`config.mk`:
```
export PLATFORM = sky130hd
export DESIGN_NAME = ecc_rmw_merger
export DESIGN_NICKNAME = d
export VERILOG_FILES = /design/src/rtl/ecc_rmw_pkg.sv /design/src/rtl/secded_enc.sv /design/src/rtl/secded_dec.sv /design/src/rtl/byte_merge.sv /design/src/rtl/ecc_rmw_merger.sv
export SDC_FILE = /design/constraint.sdc
export NUM_CORES = 1
export LEC_CHECK = 0
export ABC_AREA = 0
export BUFFER_PORTS_ARGS = -buffer_cell sky130_fd_sc_hd__buf_2
export CORE_AREA = 2 2 196 198
export CTS_BUF_LIST = sky130_fd_sc_hd__clkbuf_8
export DETAILED_ROUTE_END_ITERATION = 7
export DIE_AREA = 0 0 198 200
export SLEW_MARGIN = 0
export SYNTH_ARGS = -nofsm -noshare
export SYNTH_HDL_FRONTEND = slang
export SYNTH_HIERARCHICAL = 1
export SYNTH_SLANG_ARGS = --single-unit
```
`constraint.sdc`:
```
create_clock -name clk -period 12.3 [get_ports clk]
set_clock_uncertainty 0.2 [all_clocks]
set_input_delay 1.23 -clock clk [delete_from_list [all_inputs] [get_ports clk]]
set_output_delay 1.23 -clock clk [all_outputs]
set_load 0.03 [all_outputs]
```
`src/rtl/ecc_rmw_pkg.sv`:
```
package ecc_rmw_pkg;

   localparam int DW      = 64;
   localparam int HW      = 7;
   localparam int CW      = HW + 1;
   localparam int WW      = DW + CW;
   localparam int NBYTE   = DW / 8;
   localparam int LASTPOS = DW + HW;

   typedef enum logic [2:0] {
      S_IDLE,
      S_RD_REQ,
      S_RD_WAIT,
      S_MRG_WR,
      S_BURST_WR,
      S_ROM_REQ,
      S_ROM_WAIT
   } seq_t;

   // Hamming parity over the data bits: data bits occupy the positions that
   // are not powers of two, starting at 3, in ascending order.
   function automatic logic [HW-1:0] ham_calc(input logic [DW-1:0] d);
      logic [HW-1:0] h;
      int k;
      h = '0;
      k = 0;
      for (int p = 1; p <= LASTPOS; p++) begin
         if ((p & (p - 1)) != 0) begin
            if (d[k]) h = h ^ p[HW-1:0];
            k = k + 1;
         end
      end
      return h;
   endfunction

endpackage

```
`src/rtl/secded_enc.sv`:
```
module secded_enc
   import ecc_rmw_pkg::*;
(
   input  logic [DW-1:0] data_i,
   output logic [WW-1:0] word_o
);
   logic [HW-1:0] ham;

   always_comb begin
      ham    = ham_calc(data_i);
      word_o = {^{data_i, ham}, ham, data_i};
   end
endmodule

```
`src/rtl/secded_dec.sv`:
```
module secded_dec
   import ecc_rmw_pkg::*;
(
   input  logic [WW-1:0] word_i,
   output logic [DW-1:0] data_o,
   output logic [HW-1:0] syn_o,
   output logic          single_o,
   output logic          double_o
);
   logic [DW-1:0] flip;
   logic          odd;

   always_comb begin
      int k;
      syn_o    = ham_calc(word_i[DW-1:0]) ^ word_i[DW+HW-1:DW];
      odd      = ^word_i;
      single_o = odd;
      double_o = !odd && (syn_o != '0);
      flip     = '0;
      k        = 0;
      for (int p = 1; p <= LASTPOS; p++) begin
         if ((p & (p - 1)) != 0) begin
            if (odd && (syn_o == p[HW-1:0])) flip[k] = 1'b1;
            k = k + 1;
         end
      end
      data_o = word_i[DW-1:0] ^ flip;
   end
endmodule

```
`src/rtl/byte_merge.sv`:
```
module byte_merge #(
   parameter int LANES = 8
) (
   input  logic [LANES-1:0]   be_i,
   input  logic [8*LANES-1:0] old_i,
   input  logic [8*LANES-1:0] new_i,
   output logic [8*LANES-1:0] out_o
);
   for (genvar b = 0; b < LANES; b++) begin : g_lane
      assign out_o[8*b +: 8] = be_i[b] ? new_i[8*b +: 8] : old_i[8*b +: 8];
   end
endmodule

```
`src/rtl/ecc_rmw_merger.sv`:
```
module ecc_rmw_merger
   import ecc_rmw_pkg::*;
#(
   parameter int ADDR_W    = 16,
   parameter int BURST_LEN = 4,
   parameter int CNT_W     = 8
) (
   input  logic              clk,
   input  logic              rst_n,
   input  logic              req_valid,
   output logic              req_ready,
   input  logic              req_write,
   input  logic              req_burst,
   input  logic              req_rom,
   input  logic [ADDR_W-1:0] req_addr,
   input  logic [7:0]        req_be,
   input  logic [63:0]       req_wdata,
   input  logic              wd_valid,
   output logic              wd_ready,
   input  logic [63:0]       wd_data,
   output logic              rsp_valid,
   output logic [63:0]       rsp_data,
   output logic              rsp_err,
   output logic              mem_req,
   output logic              mem_we,
   output logic [ADDR_W-1:0] mem_addr,
   output logic [71:0]       mem_wdata,
   input  logic              mem_rvalid,
   input  logic [71:0]       mem_rdata,
   output logic              rom_req,
   output logic [ADDR_W-1:0] rom_addr,
   input  logic              rom_rvalid,
   input  logic [63:0]       rom_rdata,
   output logic              err_flag,
   output logic [ADDR_W-1:0] err_addr,
   output logic [CNT_W-1:0]  ce_count,
   output logic [6:0]        ce_syndrome
);
   localparam int             BEAT_W  = $clog2(BURST_LEN);
   localparam logic [CNT_W-1:0] CNT_MAX = '1;
   localparam logic [BEAT_W-1:0] LAST_B = BEAT_W'(BURST_LEN - 1);

   // elaboration-time parameter checks
   if (BURST_LEN < 2 || (BURST_LEN & (BURST_LEN - 1)) != 0) begin : g_bad_burst
      $error("BURST_LEN must be a power of two of at least 2");
   end
   if (ADDR_W <= BEAT_W) begin : g_bad_addr
      $error("ADDR_W too small for the burst length");
   end
   if (CNT_W < 1) begin : g_bad_cnt
      $error("CNT_W must be positive");
   end
   if (DW != 64 || NBYTE != 8 || WW != 72 || HW != 7) begin : g_bad_code
      $error("code layout does not match the 64+8 port widths");
   end

   seq_t              st_q;
   logic [ADDR_W-1:0] base_q;
   logic [BEAT_W-1:0] beat_q;
   logic [BEAT_W-1:0] last_q;
   logic              rmw_q;
   logic [NBYTE-1:0]  be_q;
   logic [DW-1:0]     wdata_q;
   logic [DW-1:0]     merged_q;

   logic [ADDR_W-1:0] cur_addr;
   logic [DW-1:0]     enc_in;
   logic [WW-1:0]     enc_word;
   logic [DW-1:0]     dec_data;
   logic [HW-1:0]     dec_syn;
   logic              dec_single;
   logic              dec_double;
   logic [DW-1:0]     merge_out;
   logic              rd_beat;

   assign cur_addr = base_q + ADDR_W'(beat_q);
   assign enc_in   = (st_q == S_BURST_WR) ? wd_data : merged_q;
   assign rd_beat  = (st_q == S_RD_WAIT) && mem_rvalid;

   secded_enc u_enc (
      .data_i (enc_in),
      .word_o (enc_word)
   );

   secded_dec u_dec (
      .word_i   (mem_rdata),
      .data_o   (dec_data),
      .syn_o    (dec_syn),
      .single_o (dec_single),
      .double_o (dec_double)
   );

   byte_merge #(.LANES(NBYTE)) u_merge (
      .be_i  (be_q),
      .old_i (dec_data),
      .new_i (wdata_q),
      .out_o (merge_out)
   );

   // request-side outputs
   assign req_ready = (st_q == S_IDLE);
   assign wd_ready  = (st_q == S_BURST_WR);
   assign mem_req   = (st_q == S_RD_REQ) || (st_q == S_MRG_WR) ||
                      ((st_q == S_BURST_WR) && wd_valid);
   assign mem_we    = mem_req && ((st_q == S_MRG_WR) || (st_q == S_BURST_WR));
   assign mem_addr  = cur_addr;
   assign mem_wdata = enc_word;
   assign rom_req   = (st_q == S_ROM_REQ);
   assign rom_addr  = base_q;

   // response-side outputs
   assign rsp_valid = (rd_beat && !rmw_q) || ((st_q == S_ROM_WAIT) && rom_rvalid);
   assign rsp_data  = (st_q == S_ROM_WAIT) ? rom_rdata : dec_data;
   assign rsp_err   = rd_beat && dec_double;

   // sequencer
   always_ff @(posedge clk) begin
      if (!rst_n) begin
         st_q     <= S_IDLE;
         base_q   <= '0;
         beat_q   <= '0;
         last_q   <= '0;
         rmw_q    <= 1'b0;
         be_q     <= '0;
         wdata_q  <= '0;
         merged_q <= '0;
      end else begin
         unique case (st_q)
            S_IDLE: begin
               if (req_valid) begin
                  base_q  <= req_addr;
                  beat_q  <= '0;
                  be_q    <= req_be;
                  wdata_q <= req_wdata;
                  rmw_q   <= req_write;
                  last_q  <= (req_burst && !req_write) ? LAST_B : '0;
                  if (req_rom) begin
                     st_q <= req_write ? S_IDLE : S_ROM_REQ;
                  end else if (req_write && req_burst) begin
                     st_q <= S_BURST_WR;
                  end else begin
                     st_q <= S_RD_REQ;
                  end
               end
            end
            S_RD_REQ: st_q <= S_RD_WAIT;
            S_RD_WAIT: begin
               if (mem_rvalid) begin
                  if (rmw_q) begin
                     merged_q <= merge_out;
                     st_q     <= dec_double ? S_IDLE : S_MRG_WR;
                  end else if (beat_q == last_q) begin
                     st_q <= S_IDLE;
                  end else begin
                     beat_q <= beat_q + 1'b1;
                     st_q   <= S_RD_REQ;
                  end
               end
            end
            S_MRG_WR: st_q <= S_IDLE;
            S_BURST_WR: begin
               if (wd_valid) begin
                  if (beat_q == LAST_B) st_q <= S_IDLE;
                  else beat_q <= beat_q + 1'b1;
               end
            end
            S_ROM_REQ: st_q <= S_ROM_WAIT;
            S_ROM_WAIT: begin
               if (rom_rvalid) st_q <= S_IDLE;
            end
            default: st_q <= S_IDLE;
         endcase
      end
   end

   // error bookkeeping
   always_ff @(posedge clk) begin
      if (!rst_n) begin
         err_flag    <= 1'b0;
         err_addr    <= '0;
         ce_count    <= '0;
         ce_syndrome <= '0;
      end else if (rd_beat) begin
         if (dec_single) begin
            ce_syndrome <= dec_syn;
            if (ce_count != CNT_MAX) ce_count <= ce_count + 1'b1;
         end
         if (dec_double) begin
            err_flag <= 1'b1;
            err_addr <= cur_addr;
         end
      end
   end
endmodule

```
==> run metrics, run 1 <==
status complete, no violations; met3 usage 0.0654; area of the multi-input gates around 9700 um^2; final hold violation count 0; RSZ-0062 raised after global routing no; TritonCTS clock tree yes; Ys Warns 6; top_reg_cell synth dfxtp_1; minimum clock period after layout between 6 and 7 ns; element type at the critical path end output port; met1 usage 0.328; path depth of the worst reg2reg path 5; Port Buffers around 500; worst path cell trace buf_2, xor2_1, xnor3_1, xnor2_4, xnor2_1, nand2b_1, o21ai_2, a41oi_1, nand2_1, inv_2, buf_2; Critical Path AT approximately 5.3 ns; IO Pins between 500 and 600; GR peak layer met2; most area-consuming cells after synthesis dfxtp_1, xnor2_1, mux2_2; clock sinks between 150 and 200; #FFs+latches synth about 190; Hold-fix buffers, CTS 0; count leader, synth nand2_1; max-slew violations 0; total track usage 0.285; Crit path max-delay family XOR/XNOR gates; Final GP Congestion 0.945; Top cell by count, worst path buf_2; pwr/cell area between 150 and 200 nW/um^2; first-pass GRT wire length about 80 mm; Area Overhead vs Synth 18.2%; CP Launch Point mem_rdata[36]; drt initial violations between 700 and 800; worst path required time 10.87 ns; syn_area_per_cell about 9.0 um^2; cell depth of the worst setup path 11; Yosys cell types 62; max cap viols 0; via count approximately 13k; H-tree lvl count 4; area occupied by registers roughly 3800 um^2; initial core utilization 0.390; Antenna Violating Nets Remaining 0; Clock transition at path regs about 0.11 ns; DIE HEIGHT 200 um; Crit Reg-Reg Endpoint rom_addr[0]; FILL cells approximately 3.8k; Post-Route WL 58.4 mm; Synth top area share 0.262; Mapped Area 14600 um^2; remaining global-route overflow 0; postcts setup bufs 0; Worst-Margin Slew ~1.1 ns; initial antenna violation count 19; cell row count 71; routing usage on met2 0.515; CP peak stage delay approximately 0.73 ns; fin crit share 0.550; Worst Path Buf+Inv 3; f_max 148 MHz; capture point of the worst path rsp_err; Max-slew headroom 0.262; Worst path slowest cell o21ai_2; mean number of vias per cell between 5 and 6; Cells after Synth about 1.6k; crit path kind in2out; number of global-route vias before repair 12.5k; internal reg-to-reg setup slack between 9 and 10 ns; largest net degree at the start of global routing 94; CTS Buffer Depth 2; ys async rst share 0; Peak VDD IR 0.000215 V; CTS Root Buffer Type clkbuf_8; Core Area 37400 um^2; clk_lat worst skew 0.49 ns; wire per inst roughly 23 um; CP Max Fanout 19; Yosys top cell by area dfxtp_1; top cells by count, synth nand2_1, xnor2_1, dfxtp_1; post-detail-place hpwl around 47 mm; reg2reg start st_q[2]; CTS resizes 0; DRC 0; die area 39600 um^2; Hold Crit Class reg2reg; leak pwr 7.71 nW; final setup violation count 0; Post-synth EDFFs 0; CTS Buf Count 17; Die W between 150 and 200 um; share of layout cells above drive strength 1 0.387; sequential share of the synthesized area 0.262; worst hold slack approximately 0.26 ns; setup TNS 0 ns; Final #Nets around 2.3k; DR pass1 iterations 5; syn_nets 1926; Setup crit start kind primary input
[flip-flops by register name (all words and copies together) (netlist names)]
signal,flops
st_q,3
rmw_q,1
beat_q,2
wdata_q,64
err_addr,16
err_flag,1
last_q,1
ce_syndrome,7
be_q,8
ce_count,8
merged_q,64
rom_addr,16
[cells by family after synthesis]
kind of cell	count (synthesis)	share of synthesized area
DFF	191	0.262
and+or+nand+nor	507	0.153
buffers and inverters	180	0.0738
AOI/OAI and AO/OA	222	0.0836
xor gates and xnor gates	318	0.252
muxes	201	0.171
adders and majority gates	5	0.00480
[report_power, final]
part / internal, mW / total, mW / leakage, nW / switching [mW]
combinational: 0.794 / 2.14 / 5.97 / 1.34
clock: 0.144 / 0.401 / 0.190 / 0.257
sequential: 0.654 / 0.690 / 1.55 / 0.0367
total: 1.59 / 3.23 / 7.71 / 1.64
[per-stage QoR]
step	utilization	cells	worst slack, ns	cell area, um^2	power (mW)
floorplan	-	1624	6.89	14600	2.32
global placement	0.451	2490	5.60	16900	2.80
detailed placement	0.451	2490	5.56	16900	2.82
CTS	0.460	2522	5.55	17200	3.23
global route	0.461	2526	5.23	17200	3.38
finish	0.461	2533	5.53	17200	3.23
[worst min-delay path, cell delays in order (launching register included)]
cell	delay, ns
dfxtp_1	0.33
nand2_1	0.05
a21oi_1	0.05
[worst min path at each step]
stage / start / endpoint / slack, ns / cells after the start
after floorplan: merged_q[0] / merged_q[0] / 0.23 / 2
after global placement: merged_q[6] / merged_q[6] / 0.24 / 2
after detailed placement: wdata_q[15] / wdata_q[15] / 0.25 / 2
after CTS: wdata_q[15] / wdata_q[15] / 0.26 / 2
after global routing: wdata_q[15] / wdata_q[15] / 0.28 / 2
final: merged_q[5] / merged_q[5] / 0.26 / 2
[routing by layer]
metal,vias to the layer above,wire (um)
met5,-,137
met4,20,1900
met3,86,3980
met2,505,29300
met1,6176,23100
li1,6175,-
[cell type report]
| type | count | area share |
|---|---|---|
| Clock inverter | 15 | 0.00653 |
| Inverter | 22 | 0.00508 |
| Multi-Input combinational cell | 1253 | 0.564 |
| Tap cell | 511 | 0.0371 |
| Antenna cell | 11 | 0.00160 |
| Timing Repair Buffer | 513 | 0.150 |
| Clock buffer | 17 | 0.0136 |
| Sequential cell | 191 | 0.222 |
[cells in the final DEF, fill, tap and decap left out, types with 27 or more instances in the layout]
cell     Yosys  final
dfxtp_1    191    191
a21oi_1    178    178
xnor3_1     50     50
mux2_4      64     64
xor2_1      43     43
nand4_1     27     27
buf_2       36    503
nand3_1     52     51
xnor2_1    209    209
nand2_1    355    353
mux2_2     128    128
Note: power is estimated with default switching activity, not from simulation.
==> inputs of run 2 (changes only) <==
--- a/config.mk
+++ b/config.mk
@@ -7,10 +7,11 @@
 export LEC_CHECK = 0
 export ABC_AREA = 0
 export BUFFER_PORTS_ARGS = -buffer_cell sky130_fd_sc_hd__buf_2
-export CORE_AREA = 2 2 196 198
+export CORE_AREA = 2 2 194 196
 export CTS_BUF_LIST = sky130_fd_sc_hd__clkbuf_8
 export DETAILED_ROUTE_END_ITERATION = 7
-export DIE_AREA = 0 0 198 200
+export DIE_AREA = 0 0 196 198
+export PLACE_DENSITY = 0.68
 export SLEW_MARGIN = 0
 export SYNTH_ARGS = -nofsm -noshare
 export SYNTH_HDL_FRONTEND = slang
==> constraint.sdc (replaced) <==
create_clock -name clk -period 5.5 [get_ports clk]
set_clock_uncertainty 0.2 [all_clocks]
set_input_delay 0.55 -clock clk [delete_from_list [all_inputs] [get_ports clk]]
set_output_delay 0.55 -clock clk [all_outputs]
set_load 0.03 [all_outputs]
==> run metrics, run 2 (synthesis results as in run 1) <==
final hold violation count 0 (unchanged); Post-Place Setup Slack 0.314 ns (-5.25 ns); met1 usage 0.369 (+0.0410); RSZ-0062 raised after global routing no; DRC 0 (unchanged); Worst path slowest cell nor2_2; CP Max Fanout 12 (-7); DR pass1 iterations 8 (+3); share of layout cells above drive strength 1 0.396 (+0.00889); IO Pins 504 (unchanged); Peak VDD IR 0.000381 V (+78%); largest net degree at the start of global routing 110 (+17%); GR peak layer met2; worst path cell trace buf_2, xnor2_1, xnor3_1, xor2_2, xnor3_1, nor2_2, buf_4, nand4_1, xnor2_1, mux2_2, buf_2; f_max about 190 MHz; Post-Route WL 57.9 mm (-0.99%); routing usage on met2 0.477 (-0.0380); status complete, no violations; leak pwr 7.85 nW (+1.7%); TritonCTS clock tree yes; CP peak stage delay 0.61 ns (-0.12 ns); FILL cells 3614 (-5.1%); initial core utilization 0.395 (+0.00469); registers with the most flip-flops merged_q x64, wdata_q x64; Die W 196 um (-1.0%); wire per inst 23.0 um (-0.24%); worst path required time 4.75 ns (-6.12 ns); cell row count 71 (unchanged); remaining global-route overflow 0 (unchanged); initial antenna violation count 8 (-11); Max-slew headroom 0.229 (-0.0327); clk_lat worst skew 0.52 ns (+0.03 ns); Area Overhead vs Synth 19.6%; CTS Root Buffer Type clkbuf_8; Worst Path Buf+Inv 3 (unchanged); Setup crit start kind primary input; drt initial violations 1223 (+73%); DIE HEIGHT 198 um (-1.0%); Core Area 37000 um^2 (-1.2%); max cap viols 0 (unchanged); Port Buffers 503 (unchanged); minimum clock period after layout around 5.4 ns; Critical Path AT 4.65 ns (-0.69 ns); clock sinks 191 (unchanged); CTS Buffer Depth 2 (unchanged); max-slew violations 0 (unchanged); total track usage 0.289 (+0.00459); Antenna Violating Nets Remaining 0 (unchanged); H-tree lvl count 4 (unchanged); element type at the critical path end output port; crit path kind in2out; commonest cells after routing, fill and taps aside buf_2, nand2_1, xnor2_1, dfxtp_1, a21oi_1; Final GP Congestion 0.968 (+2.5%); die area 38800 um^2 (-2.0%); Final #Nets 2323 (+1.0%); most common cell after layout, fill and taps aside buf_2; CTS Buf Count 17 (unchanged); Crit path max-delay family XOR/XNOR gates; number of global-route vias before repair 13.0k (+4.2%); utilization after layout 0.472 (+0.0112); met3 usage 0.0596 (-0.00574); pwr/cell area 445 nW/um^2 (+140%); mean number of vias per cell 5.27 (+3.0%); fin crit share 0.981; setup ws final 0.104 ns (-5.43 ns); first-pass GRT wire length 82.5 mm (+1.0%); Hold Crit Class in2reg; post-detail-place hpwl 46.2 mm (-2.2%); Post-DP Area 17000 um^2 (+0.79%); Worst-Margin Slew 1.16 ns (+0.0491 ns); setup TNS 0 ns (unchanged); Clock transition at path regs 0.13 ns (+0.02 ns); final setup violation count 0 (unchanged); Final Cell Area 17500 um^2 (+1.2%); worst hold slack 0.0572 ns (-0.203 ns); via count 13.2k (+2.2%)
[run 2: area by class of cell]
| cell class | count | area (um^2) | share of cell area |
|---|---|---|---|
| flip-flops and latches | 191 | 3820 | 0.219 |
| repair buffers | 536 | 2780 | 0.159 |
| multi-input cells | 1253 | 9730 | 0.558 |
| diodes | 6 | 15.0 | 0.000860 |
| clock inverters | 15 | 190 | 0.0109 |
| inverters | 22 | 87.6 | 0.00502 |
| clock buffers | 17 | 234 | 0.0134 |
| well taps | 474 | 593 | 0.0340 |
[run 2: final timing paths]
kind / start / to / slack (ns) / depth (start not counted)
worst min-delay path: req_addr[14] / rom_addr[14] / 0.06 / 3
worst max-delay path: mem_rdata[8] / rsp_data[17] / 0.10 / 11
worst min register to register: merged_q[10] / merged_q[10] / 0.26 / 2
worst max register to register: beat_q[0] / err_addr[10] / 2.82 / 7
[run 2: worst register-to-register path, stage by stage (launching register included)]
cell and delay [ns]:
dfxtp_1 0.46, ha_1 0.25, inv_1 0.07, fa_1 0.40, nand3b_1 0.33, nor3_1 0.46, xor2_1 0.19, o21ba_2 0.23
[run 2: per-layer routing]
layer	share of wire	vias to the layer above
met5	0.00047	-
met4	0.037	4
met3	0.082	108
met2	0.47	665
met1	0.41	6265
li1	-	6207
[run 2: power breakdown]
part / internal (mW) / switching, mW / leakage [nW] / total, mW
logic: 1.95 / 3.26 / 6.08 / 5.21
clock network: 0.389 / 0.622 / 0.210 / 1.01
registers: 1.46 / 0.0841 / 1.55 / 1.55
total: 3.80 / 3.97 / 7.85 / 7.76
[run 2: repair_timing]
item                       CTS  global route
gates resized for setup      0             2
hold buffers                 0             0
setup buffers                0             0
setup endpoints to repair    0             1
[run 2: per-stage QoR]
step | instances | total power [mW]
2_1_floorplan | 1624 | 5.18
3_3_place_gp | 2476 | 6.62
3_5_place_dp | 2476 | 6.65
4_1_cts | 2508 | 7.68
5_1_grt | 2512 | 8.05
6_report | 2514 | 7.76
==> inputs of run 3 (changes only) <==
==> constraint.sdc (replaced) <==
create_clock -name clk -period 4.64 [get_ports clk]
set_clock_uncertainty 0.2 [all_clocks]
set_input_delay 0.464 -clock clk [delete_from_list [all_inputs] [get_ports clk]]
set_output_delay 0.464 -clock clk [all_outputs]
set_load 0.03 [all_outputs]
==> run metrics, run 3 (synthesis results as in run 1) <==
minimum clock period after layout 4.78 ns; element type at the critical path end output port; path depth of the worst reg2reg path 6 (-1); RSZ-0062 raised after global routing yes; max cap viols 0 (unchanged); Area Overhead vs Synth 31.8%; worst path required time 3.98 ns (-0.77 ns); Clock transition at path regs 0.11 ns (-0.02 ns); Post-Route WL 59.1 mm (+2.2%); commonest cells after routing, fill and taps aside buf_2, nand2_1, dfxtp_1, xnor2_1, a21oi_1; crit path kind reg2out; failing checks negative setup slack; most common cell after layout, fill and taps aside buf_2; Antenna Violating Nets Remaining 0 (unchanged); status finished, violations left; Hold Path Cell Cnt 3 (unchanged); max-slew violations 0 (unchanged); H-tree lvl count 4 (unchanged); CTS Buffer Depth 2 (unchanged); Core Area 37000 um^2 (unchanged); total track usage 0.298 (+0.00815); worst path cell trace nand2b_4, nor2_4, buf_4, buf_12, mux2_2, xnor3_1, xnor3_2, xnor3_2, xnor3_2, xnor2_2, xnor3_1, buf_6; CP peak stage delay 0.47 ns (-0.14 ns); Worst path slowest cell xnor3_2; initial antenna violation count 4 (-4); Final #Nets 2471 (+6.4%); number of global-route vias before repair 13.6k (+5.0%); Max-slew headroom 0.279 (+0.0497); IO Pins 504 (unchanged); die area 38800 um^2 (unchanged); TritonCTS clock tree yes; Worst Path Buf+Inv 3 (unchanged); cell depth of the worst setup path 12 (+1); Worst-Margin Slew 1.08 ns (-0.0746 ns); Hold Crit Class in2reg; CP Max Fanout 8 (-4); routing usage on met2 0.507 (+0.0304); cell row count 71 (unchanged); Setup crit start kind flop; mean number of vias per cell 5.25 (-0.43%); pwr/cell area 514 nW/um^2 (+16%); met1 usage 0.373 (+0.00351); met3 usage 0.0514 (-0.00818); Critical Path AT 4.12 ns (-0.53 ns); final hold violation count 0 (unchanged); final setup violation count 1 (+1); initial core utilization 0.395 (unchanged); CTS Buf Count 17 (unchanged); Crit path max-delay family XOR/XNOR gates; DRC 0 (unchanged); f_max about 210 MHz; Final Cell Area 19200 um^2 (+10%); fin crit share 1.03; Final GP Congestion 0.944 (-2.5%); DR pass1 iterations 5 (-3); DIE HEIGHT 198 um (unchanged); clk_lat worst skew 0.51 ns (about the same); setup TNS -0.142 ns (-0.142 ns); Die W 196 um (unchanged); Top cell by count, worst path xnor3_2; first-pass GRT wire length 85.2 mm (+3.3%); wire per inst 22.2 um (-3.4%); largest net degree at the start of global routing 126 (+15%); drt initial violations 945 (-23%); Post-DP Area 17400 um^2 (+2.0%); share of layout cells above drive strength 1 0.416 (+0.0194); clock sinks 191 (unchanged); via count 14.0k (+5.3%); setup ws final -0.142 ns (-0.246 ns); GR peak layer met2; CTS Root Buffer Type clkbuf_8; Port Buffers 503 (unchanged); Peak VDD IR 0.000621 V (+63%); leak pwr 8.71 nW (+11%); remaining global-route overflow 0 (unchanged); post-detail-place hpwl 46.6 mm (+0.92%); registers with the most flip-flops merged_q x64, wdata_q x64
==> run 3: cell count changes in the layout (fill, tap and decap cells not counted), moves of 4 or more <==
cell	previous run	this run
dlygate4sd3_1	0	86
buf_4	32	87
xnor2_1	208	181
xnor2_2	6	30
mux2_2	128	119
mux2_4	64	73
xor2_1	43	35
xor2_2	1	7
clkinv_8	5	0
xnor3_1	50	46
xnor3_2	8	12
==> run 3: repair_timing <==
item                                   in CTS  in global routing
hold buffers                               86                  0
gates resized for setup                    45                 18
pin swaps                                  15                 10
setup endpoints to repair                  14                 27
gates cloned                                2                  0
endpoints found under the hold margin      86                  0
setup buffers                               8                  9
==> run 3: worst reg2reg max path, stage by stage, from the launching register on <==
cell and delay, ns:
dfxtp_1 0.35, buf_4 0.18, and4bb_4 0.50, and2_2 0.65, buf_4 0.47, nand2_1 0.14, a21oi_1 0.15
==> run 3: report_power, final <==
part | switching (mW) | total (mW) | internal [mW] | leakage (nW)
sequential | 0.0926 | 1.82 | 1.73 | 1.55
clock | 0.666 | 1.22 | 0.557 | 0.216
combinational | 3.88 | 6.84 | 2.96 | 6.95
total | 4.64 | 9.89 | 5.25 | 8.71
==> run 3: cell type report <==
cell class | count | area, um^2
Antenna cell | 3 | 7.51
Clock buffer | 18 | 248
Clock inverter | 14 | 176
Fill cell | 3486 | 17700
Inverter | 22 | 87.6
Multi-Input combinational cell | 1253 | 10100
Sequential cell | 191 | 3820
Tap cell | 474 | 593
Timing Repair Buffer | 684 | 4200
==> run 3: per-layer routing <==
metal | vias to the layer above | part of all wire
li1 | 6512 | -
met1 | 6709 | 0.42
met2 | 624 | 0.48
met3 | 106 | 0.066
met4 | 2 | 0.036
met5 | - | 0.00022
==> run 3: final timing paths <==
check                startpoint             to  slack [ns]
setup / recovery        st_q[1]  mem_wdata[71]       -0.14
setup reg to reg        st_q[0]   merged_q[42]        1.92
hold reg to reg     wdata_q[59]    wdata_q[59]        0.26
hold / removal    req_wdata[42]    wdata_q[42]        0.04
==> run 3: metrics by stage <==
stage	power, mW	hold slack [ns]	setup WS, ns	utilization	instances
floorplan	6.09	0.234	0.307	-	1624
global placement	7.96	0.241	-0.189	0.470	2519
detailed placement	8.04	0.245	-0.221	0.470	2519
CTS	9.62	0.00157	-0.229	0.515	2647
global route	10.3	0.00751	-0.283	0.520	2659
finish	9.89	0.0396	-0.142	0.520	2659
